`src/rtl/ips_pkg.sv`:
```
`timescale 1ns/1ps
package ips_pkg;
   localparam int IPS_NREQ_DEF   = 64;
   localparam int IPS_PRIO_W_DEF = 4;
   localparam int IPS_THR_W_DEF  = 5;
   localparam int IPS_GROUP_DEF  = 8;
   localparam int IPS_WORD_W     = 32;
   localparam int IPS_IDX_LSB    = 16;

   function automatic bit ips_is_pow2(input int v);
      return (v > 0) && ((v & (v - 1)) == 0);
   endfunction
endpackage

```
`src/rtl/ips_merge.sv`:
```
`timescale 1ns/1ps
// One comparison node. A candidate is {valid, index, priority}.
// hi_i always holds higher indices than lo_i, so on equal priority it wins.
module ips_merge #(
   parameter int PRIO_W = 4,
   parameter int CW     = 11
) (
   input  logic [CW-1:0] lo_i,
   input  logic [CW-1:0] hi_i,
   output logic [CW-1:0] win_o
);
   logic lo_v, hi_v, take_hi;
   logic [PRIO_W-1:0] lo_p, hi_p;

   assign lo_v = lo_i[CW-1];
   assign hi_v = hi_i[CW-1];
   assign lo_p = lo_i[PRIO_W-1:0];
   assign hi_p = hi_i[PRIO_W-1:0];

   assign take_hi = hi_v && (!lo_v || (hi_p >= lo_p));
   assign win_o   = take_hi ? hi_i : lo_i;
endmodule

```
`src/rtl/ips_tree.sv`:
```
`timescale 1ns/1ps
// Balanced reduction of N candidates, laid out as a heap.
module ips_tree #(
   parameter int N      = 8,
   parameter int PRIO_W = 4,
   parameter int CW     = 11
) (
   input  logic [N*CW-1:0] cand_i,
   output logic [CW-1:0]   win_o
);
   localparam int NODES = 2 * N - 1;

   if (!ips_pkg::ips_is_pow2(N)) begin : g_bad_n
      $error("ips_tree: N must be a power of two");
   end

   if (N == 1) begin : g_single
      assign win_o = cand_i;
   end else begin : g_heap
      logic [CW-1:0] node [NODES];
      for (genvar k = 0; k < N; k++) begin : g_leaf
         assign node[N-1+k] = cand_i[k*CW +: CW];
      end
      for (genvar i = 0; i < N - 1; i++) begin : g_inner
         ips_merge #(.PRIO_W(PRIO_W), .CW(CW)) u_merge (
            .lo_i (node[2*i+1]),
            .hi_i (node[2*i+2]),
            .win_o(node[i])
         );
      end
      assign win_o = node[0];
   end
endmodule

```
`src/rtl/ips_thresh.sv`:
```
`timescale 1ns/1ps
// Per-group activity and strict threshold comparison.
module ips_thresh #(
   parameter int N      = 8,
   parameter int PRIO_W = 4,
   parameter int THR_W  = 5
) (
   input  logic [N-1:0]        req_i,
   input  logic [N*PRIO_W-1:0] prio_i,
   input  logic [THR_W-1:0]    thr_i,
   output logic                any_act_o,
   output logic                any_above_o
);
   logic [N-1:0] over;

   for (genvar k = 0; k < N; k++) begin : g_cmp
      logic [THR_W-1:0] p_ext;
      assign p_ext   = THR_W'(prio_i[k*PRIO_W +: PRIO_W]);
      assign over[k] = req_i[k] && (p_ext > thr_i);
   end

   assign any_act_o   = |req_i;
   assign any_above_o = |over;
endmodule

```
`src/rtl/irq_prio_select.sv`:
```
`timescale 1ns/1ps
module irq_prio_select #(
   parameter int NREQ    = ips_pkg::IPS_NREQ_DEF,
   parameter int PRIO_W  = ips_pkg::IPS_PRIO_W_DEF,
   parameter int THR_W   = ips_pkg::IPS_THR_W_DEF,
   parameter int GROUP   = ips_pkg::IPS_GROUP_DEF,
   parameter int LATENCY = 0,
   parameter int IDX_W   = $clog2(NREQ)
) (
   input  logic                    clk,
   input  logic                    rst_n,
   input  logic [NREQ-1:0]         req_i,
   input  logic [NREQ*PRIO_W-1:0]  prio_i,
   input  logic [THR_W-1:0]        thresh_i,
   output logic                    valid_o,
   output logic [IDX_W-1:0]        index_o,
   output logic [PRIO_W-1:0]       prio_o,
   output logic                    above_o,
   output logic [ips_pkg::IPS_WORD_W-1:0] result_o
);
   localparam int CW    = 1 + IDX_W + PRIO_W;
   localparam int NGRP  = NREQ / GROUP;
   localparam int WW    = ips_pkg::IPS_WORD_W;
   localparam int ILSB  = ips_pkg::IPS_IDX_LSB;

   // elaboration-time parameter checks
   if (!ips_pkg::ips_is_pow2(NREQ) || !ips_pkg::ips_is_pow2(GROUP) || GROUP > NREQ) begin : g_bad_geom
      $error("irq_prio_select: NREQ and GROUP must be powers of two, GROUP <= NREQ");
   end
   if (LATENCY != 0 && LATENCY != 1) begin : g_bad_lat
      $error("irq_prio_select: LATENCY must be 0 or 1");
   end
   if (THR_W < PRIO_W) begin : g_bad_thr
      $error("irq_prio_select: THR_W must be at least PRIO_W");
   end
   if (PRIO_W > ILSB || ILSB + IDX_W > WW || IDX_W != $clog2(NREQ)) begin : g_bad_pack
      $error("irq_prio_select: index or priority does not fit the packed word");
   end

   // leaf candidates {valid, index, priority}
   logic [NREQ*CW-1:0] leaf;
   for (genvar n = 0; n < NREQ; n++) begin : g_leaf
      assign leaf[n*CW +: CW] = {req_i[n], IDX_W'(n), prio_i[n*PRIO_W +: PRIO_W]};
   end

   // stage 1: reduce each group
   logic [NGRP*CW-1:0] grp_win;
   logic [NGRP-1:0]    grp_act, grp_above;
   logic               thr_all;
   assign thr_all = &thresh_i;

   for (genvar g = 0; g < NGRP; g++) begin : g_grp
      ips_tree #(.N(GROUP), .PRIO_W(PRIO_W), .CW(CW)) u_tree (
         .cand_i(leaf[g*GROUP*CW +: GROUP*CW]),
         .win_o (grp_win[g*CW +: CW])
      );
      ips_thresh #(.N(GROUP), .PRIO_W(PRIO_W), .THR_W(THR_W)) u_thr (
         .req_i      (req_i[g*GROUP +: GROUP]),
         .prio_i     (prio_i[g*GROUP*PRIO_W +: GROUP*PRIO_W]),
         .thr_i      (thresh_i),
         .any_act_o  (grp_act[g]),
         .any_above_o(grp_above[g])
      );
   end

   // optional stage register
   logic [NGRP*CW-1:0] grp_win_s;
   logic [NGRP-1:0]    grp_act_s, grp_above_s;
   logic               thr_all_s;

   if (LATENCY == 1) begin : g_pipe
      always_ff @(posedge clk) begin
         if (!rst_n) begin
            grp_win_s   <= '0;
            grp_act_s   <= '0;
            grp_above_s <= '0;
            thr_all_s   <= 1'b0;
         end else begin
            grp_win_s   <= grp_win;
            grp_act_s   <= grp_act;
            grp_above_s <= grp_above;
            thr_all_s   <= thr_all;
         end
      end
   end else begin : g_comb
      assign grp_win_s   = grp_win;
      assign grp_act_s   = grp_act;
      assign grp_above_s = grp_above;
      assign thr_all_s   = thr_all;
   end

   // stage 2: reduce the group winners
   logic [CW-1:0] win;
   ips_tree #(.N(NGRP), .PRIO_W(PRIO_W), .CW(CW)) u_final (
      .cand_i(grp_win_s),
      .win_o (win)
   );

   logic              win_v;
   logic [IDX_W-1:0]  win_i;
   logic [PRIO_W-1:0] win_p;
   assign win_v = win[CW-1];
   assign win_i = win[PRIO_W +: IDX_W];
   assign win_p = win[PRIO_W-1:0];

   assign valid_o = win_v;
   assign index_o = win_v ? win_i : '0;
   assign prio_o  = win_v ? win_p : '0;
   assign above_o = thr_all_s ? (|grp_act_s) : (|grp_above_s);

   always_comb begin
      if (win_v) begin
         result_o                  = '0;
         result_o[ILSB +: IDX_W]   = win_i;
         result_o[PRIO_W-1:0]      = win_p;
      end else begin
         result_o = '1;
      end
   end
endmodule

```
`config.mk`:
```
export PLATFORM = sky130hd
export DESIGN_NAME = irq_prio_select
export DESIGN_NICKNAME = d
export VERILOG_FILES = /design/src/rtl/ips_pkg.sv /design/src/rtl/ips_merge.sv /design/src/rtl/ips_tree.sv /design/src/rtl/ips_thresh.sv /design/src/rtl/irq_prio_select.sv
export SDC_FILE = /design/constraint.sdc
export NUM_CORES = 1
export LEC_CHECK = 0
export ABC_CLOCK_PERIOD_IN_PS = 38500
export BUFFER_PORTS_ARGS = -buffer_cell sky130_fd_sc_hd__buf_2
export CORE_ASPECT_RATIO = 1.5
export CORE_MARGIN = 3
export CORE_UTILIZATION = 25
export DETAILED_ROUTE_END_ITERATION = 12
export SYNTH_ARGS = -nofsm -noshare
export SYNTH_HDL_FRONTEND = slang
export SYNTH_HIERARCHICAL = 1
export SYNTH_SLANG_ARGS = --single-unit
```
`constraint.sdc`:
```
create_clock -name vclk -period 38.5
set_input_delay 11.55 -clock vclk [all_inputs]
set_output_delay 11.55 -clock vclk [all_outputs]
set_load 0.05 [all_outputs]
```
## Yosys cells after proc, flatten, opt, wreduce, memory -nomap -nowiden

Cells that the tools add are included.

| word-level totals | value |
|---|---|
| register bits | 0 |
| bits in latches | 0 |
| bits in writable memories | 0 |
| memory bits (read-only) | 0 |
| input port bits | 327 |
| output and inout port bits | 44 |
| memories | 0 |

| operators by class | value |
|---|---|
| add/subtract/negate cells | 0 |
| $mul | 0 |
| divide/modulo/power cells | 0 |
| $lt $le $gt $ge | 127 |
| equality and inequality tests | 0 |
| shift-type cells | 0 |
| muxes and demuxes | 67 |
| bitwise logic cells | 0 |
| reduce and logical (&&, ||, !) cells | 256 |

Operator list:

| kind | number |
|---|---|
| $mux W11 | 63 |
| $gt A4 B5 Y1 | 64 |
| $ge A4 B4 Y1 | 63 |
| $reduce_or A64 Y1 | 2 |
| $logic_and A1 B1 Y1 | 127 |
| $logic_not A1 Y1 | 63 |
| $logic_or A1 B1 Y1 | 63 |
| $mux W32 | 1 |
| $mux W6 | 1 |
| $reduce_and A5 Y1 | 1 |
| $mux W4 | 1 |
| $mux W1 | 1 |

## Depth between registers and ports, before layout

| depth | value |
|---|---|
| depth in word-level cells | 25 |
| mapped depth | 37 |
| depth with buffers taken out | 37 |

## By module

The synthesis kept the hierarchy.

Modules (own cells, without submodules):

| module | instances | cells an instance | area an instance (µm²) | sequential area each (µm²) |
|---|---|---|---|---|
| ips_merge | 63 | 25 | 236.5 | 0.0 |
| ips_thresh | 8 | 99 | 784.5 | 0.0 |
| irq_prio_select | 1 | 53 | 355.3 | 0.0 |

## Worst setup path after synthesis

Ideal clock, no wire load.

| timing path | value |
|---|---|
| kind | in2out |
| start point | input port prio_i[249] |
| end point | output port result_o[0] in the netlist's numbering |
| data arrival time | 18894 ps |
| data required time | 26950 ps |
| path slack | 8056 ps |
| stages | 32 |
| path buffers | 0 |
| path through | inv_1 > ha_1 > o211ai_2 > a21oi_2 > o21ai_4 > mux2_2 > ha_1 > o211ai_2 > a21oi_2 > o21ai_4 > mux2_2 > ha_1 > o211ai_2 > a21oi_2 > o21ai_4 > mux2_2 > ha_1 > o211ai_2 > a21oi_2 > o21ai_4 > mux2_2 > ha_1 > o211ai_2 > a21oi_2 > o21ai_4 > mux2_2 > ha_1 > o211ai_2 > a21oi_2 > o21ai_4 > mux2_2 > nand2b_1 |

RTL lines:

| element | line | text |
|---|---|---|
| start: declaration | irq_prio_select.sv:13 | `input logic [NREQ*PRIO_W-1:0] prio_i,` |
| end: declaration | irq_prio_select.sv:19 | `output logic [ips_pkg::IPS_WORD_W-1:0] result_o` |

==> impl_results.md <==
* Status: finished clean
* 1st-pass router iterations at 5
* Total Power at 1.38 mW
* WS Path Type: in -> out
* Critical path depth at 37
* Post-Syn Area at 21,500 sq um
* Top-area cell type share of the netlist area at 0.330
* Critical path origin: prio_i[33]
* Final worst hold slack at 23.93 ns
* Total power per unit cell area at 53.0 nW/um^2
* Pin count of the biggest net entering global routing at 36
* IO Count at 371
* Filler cells at 9,221
* Fin. max-slew vios at 0
* Vias at 19,400
* Delay of the slowest critical-path stage at 0.47 ns
* Most frequent cells in the layout: mux2_2 (630), ha_1 (508), conb_1 (384)
* Post-DP Area at 26,100 sq um
* Clock buffers at 0
* Synth area leaders: mux2_2 (33%), ha_1 (30%), inv_1 (6.5%), o211ai_2 (5.5%), o21ai_4 (4.8%)
* Mapped Cells at 2,420
* Post-Place Cells at 4,279
* Sw power at 0.867 mW
* Final WS setup at 6.97 ns
* Die H at 365 microns
* Worst slew pin tran at 0.901 ns
* Final Cell Area at 26,100 sq um
* Layout Utilization at 0.306
* DR DRC count at 0
* Ratio of cells with drive above 1 in the final layout at 0.416
* Finished Layout Cells at 4,285
* Net Sw Frac at 0.628
* Routed wire per std cell at 16.2 microns
* Arrival time worst endpoint at 19.98 ns
* Antenna violations before repair at 15
* Relative max-transition margin at 0.394
* Core box area at 85,200 sq um
* Hold WC Path Type: in -> out
* Yosys cell types at 27
* Avg Inst Size Synth at 8.90 sq um
* Period utilization at 0.819
* GP Congestion at 0.857
* Maximum vdd drop at 0.000343 V
* Comb power frac at 1.000
* Crit path max-delay family: compound AO/OA/AOI/OAI gates
* RSZ-0062 raised after global routing: no
* Crit path capture type: primary output
* Via-to-Cell Ratio at 4.53
* Post-synthesis sequential area ratio at 0
* Crit-path max FO at 10
* Max_cap viols at 0
* Hold Buf Count CTS at 0
* Int Pwr at 0.514 mW
* Grt ovf at 0
* Worst Path Buf+Inv at 6
* Vias in the first global route at 19,400
* Clock Power Share at 0
* Die Area at 89,700 sq um
* Worst Setup EP: result_o[3]
* Site Rows at 131
* Sequential cell count at 0
* Iteration-0 DRC Markers at 500
* Commonest non-fill, non-tap cell in the layout: mux2_2
* Flip-flop and latch area at 0 sq um
* Antenna-violating nets left at 0
* IO buf count at 369
* Hpwl dp at 61,400 microns
* WP data required at 26.95 ns
* Max Clk Rate at 0.0317 GHz
* Post-layout min period at 31.53 ns
* Final hold vios at 0
* Setup WS pre-CTS at 6.92 ns
* Leak Pwr at 13.0 nW
* Sequential share of power at 0
* Slowest-stage cell, CP: mux2_2
* Yosys warns at 6
* Endpoints failing setup at 0
* Total routed wirelength at 69,500 microns
* Area Overhead vs Synth at 21.2%
* Die Wd at 246 microns
* Post-CTS Setup Repair Bufs at 0
* Initial core utilization at 0.253
* Overall Global Routing Usage at 0.148
* First-pass GRT wire length at 105,000 microns
* Crit path launch type: input port
* Final #Nets at 3,986
* Post-CTS Resized at 0
* TNS Setup at 0 ns
* Largest area contributor in the netlist: mux2_2
## synth_stat cells (2+ instances only)
library cell and number:
and2_1 10, ha_1 508, a21oi_1 128, nand4_1 64
o21ai_0 32, o211ai_2 95, nor4_1 18, buf_4 21
nor2b_1 16, a21oi_2 63, nand2b_1 10, or2_2 63
mux2_2 630, nor2_1 63, conb_1 2, nor2b_4 16
clkbuf_1 2, nand3b_1 63, nand2_1 135, or4_1 2
a31oi_1 32, o21ai_4 63, inv_1 373, a41oi_2 8
## kinds of logic after synthesis
| group | after synthesis | synth area share |
|---|---|---|
| buf+inv | 396 | 0.0727 |
| fa+ha+maj | 508 | 0.295 |
| other cells | 2 | 0.000349 |
| simple gates | 461 | 0.120 |
| mux | 630 | 0.330 |
| compound gates | 423 | 0.182 |
## cell type report
type / count / area, sq um / area share
well taps: 1130 / 1410 / 0.0542
diodes: 6 / 15.0 / 0.000576
inverters: 373 / 1400 / 0.0537
multi-input cells: 2406 / 21400 / 0.820
repair buffers: 370 / 1860 / 0.0712
## metal layers
layer / GRT usage / vias to the layer above / routed length (microns)
met1: 0.164 / 9016 / 27700
met4: 0.0394 / 10 / 2160
met2: 0.297 / 346 / 37400
li1: - / 9956 / -
met3: 0.0111 / 100 / 2140
met5: 0 / - / 69
## power groups by stage
stage	Clock, mW	Sequential [mW]	Combinational [mW]
after CTS	0	0	1.38
after detailed placement	0	0	1.37
after global routing	0.0000000139	0	1.49
after global placement	0	0	1.37
final	0.0000000209	0	1.38
after floorplan	0	0	1.05
## how the worst min path moves through the flow
stage / start / endpoint / slack, ns / depth (start not counted)
2_1_floorplan: thresh_i[1] / above_o / 23.50 / 2
4_1_cts: req_i[6] / above_o / 23.94 / 6
5_1_grt: thresh_i[1] / above_o / 24.03 / 3
3_3_place_gp: req_i[6] / above_o / 23.94 / 6
6_report: req_i[6] / above_o / 23.93 / 6
3_5_place_dp: req_i[6] / above_o / 23.94 / 6
Note: power is estimated with default switching activity, not from simulation.
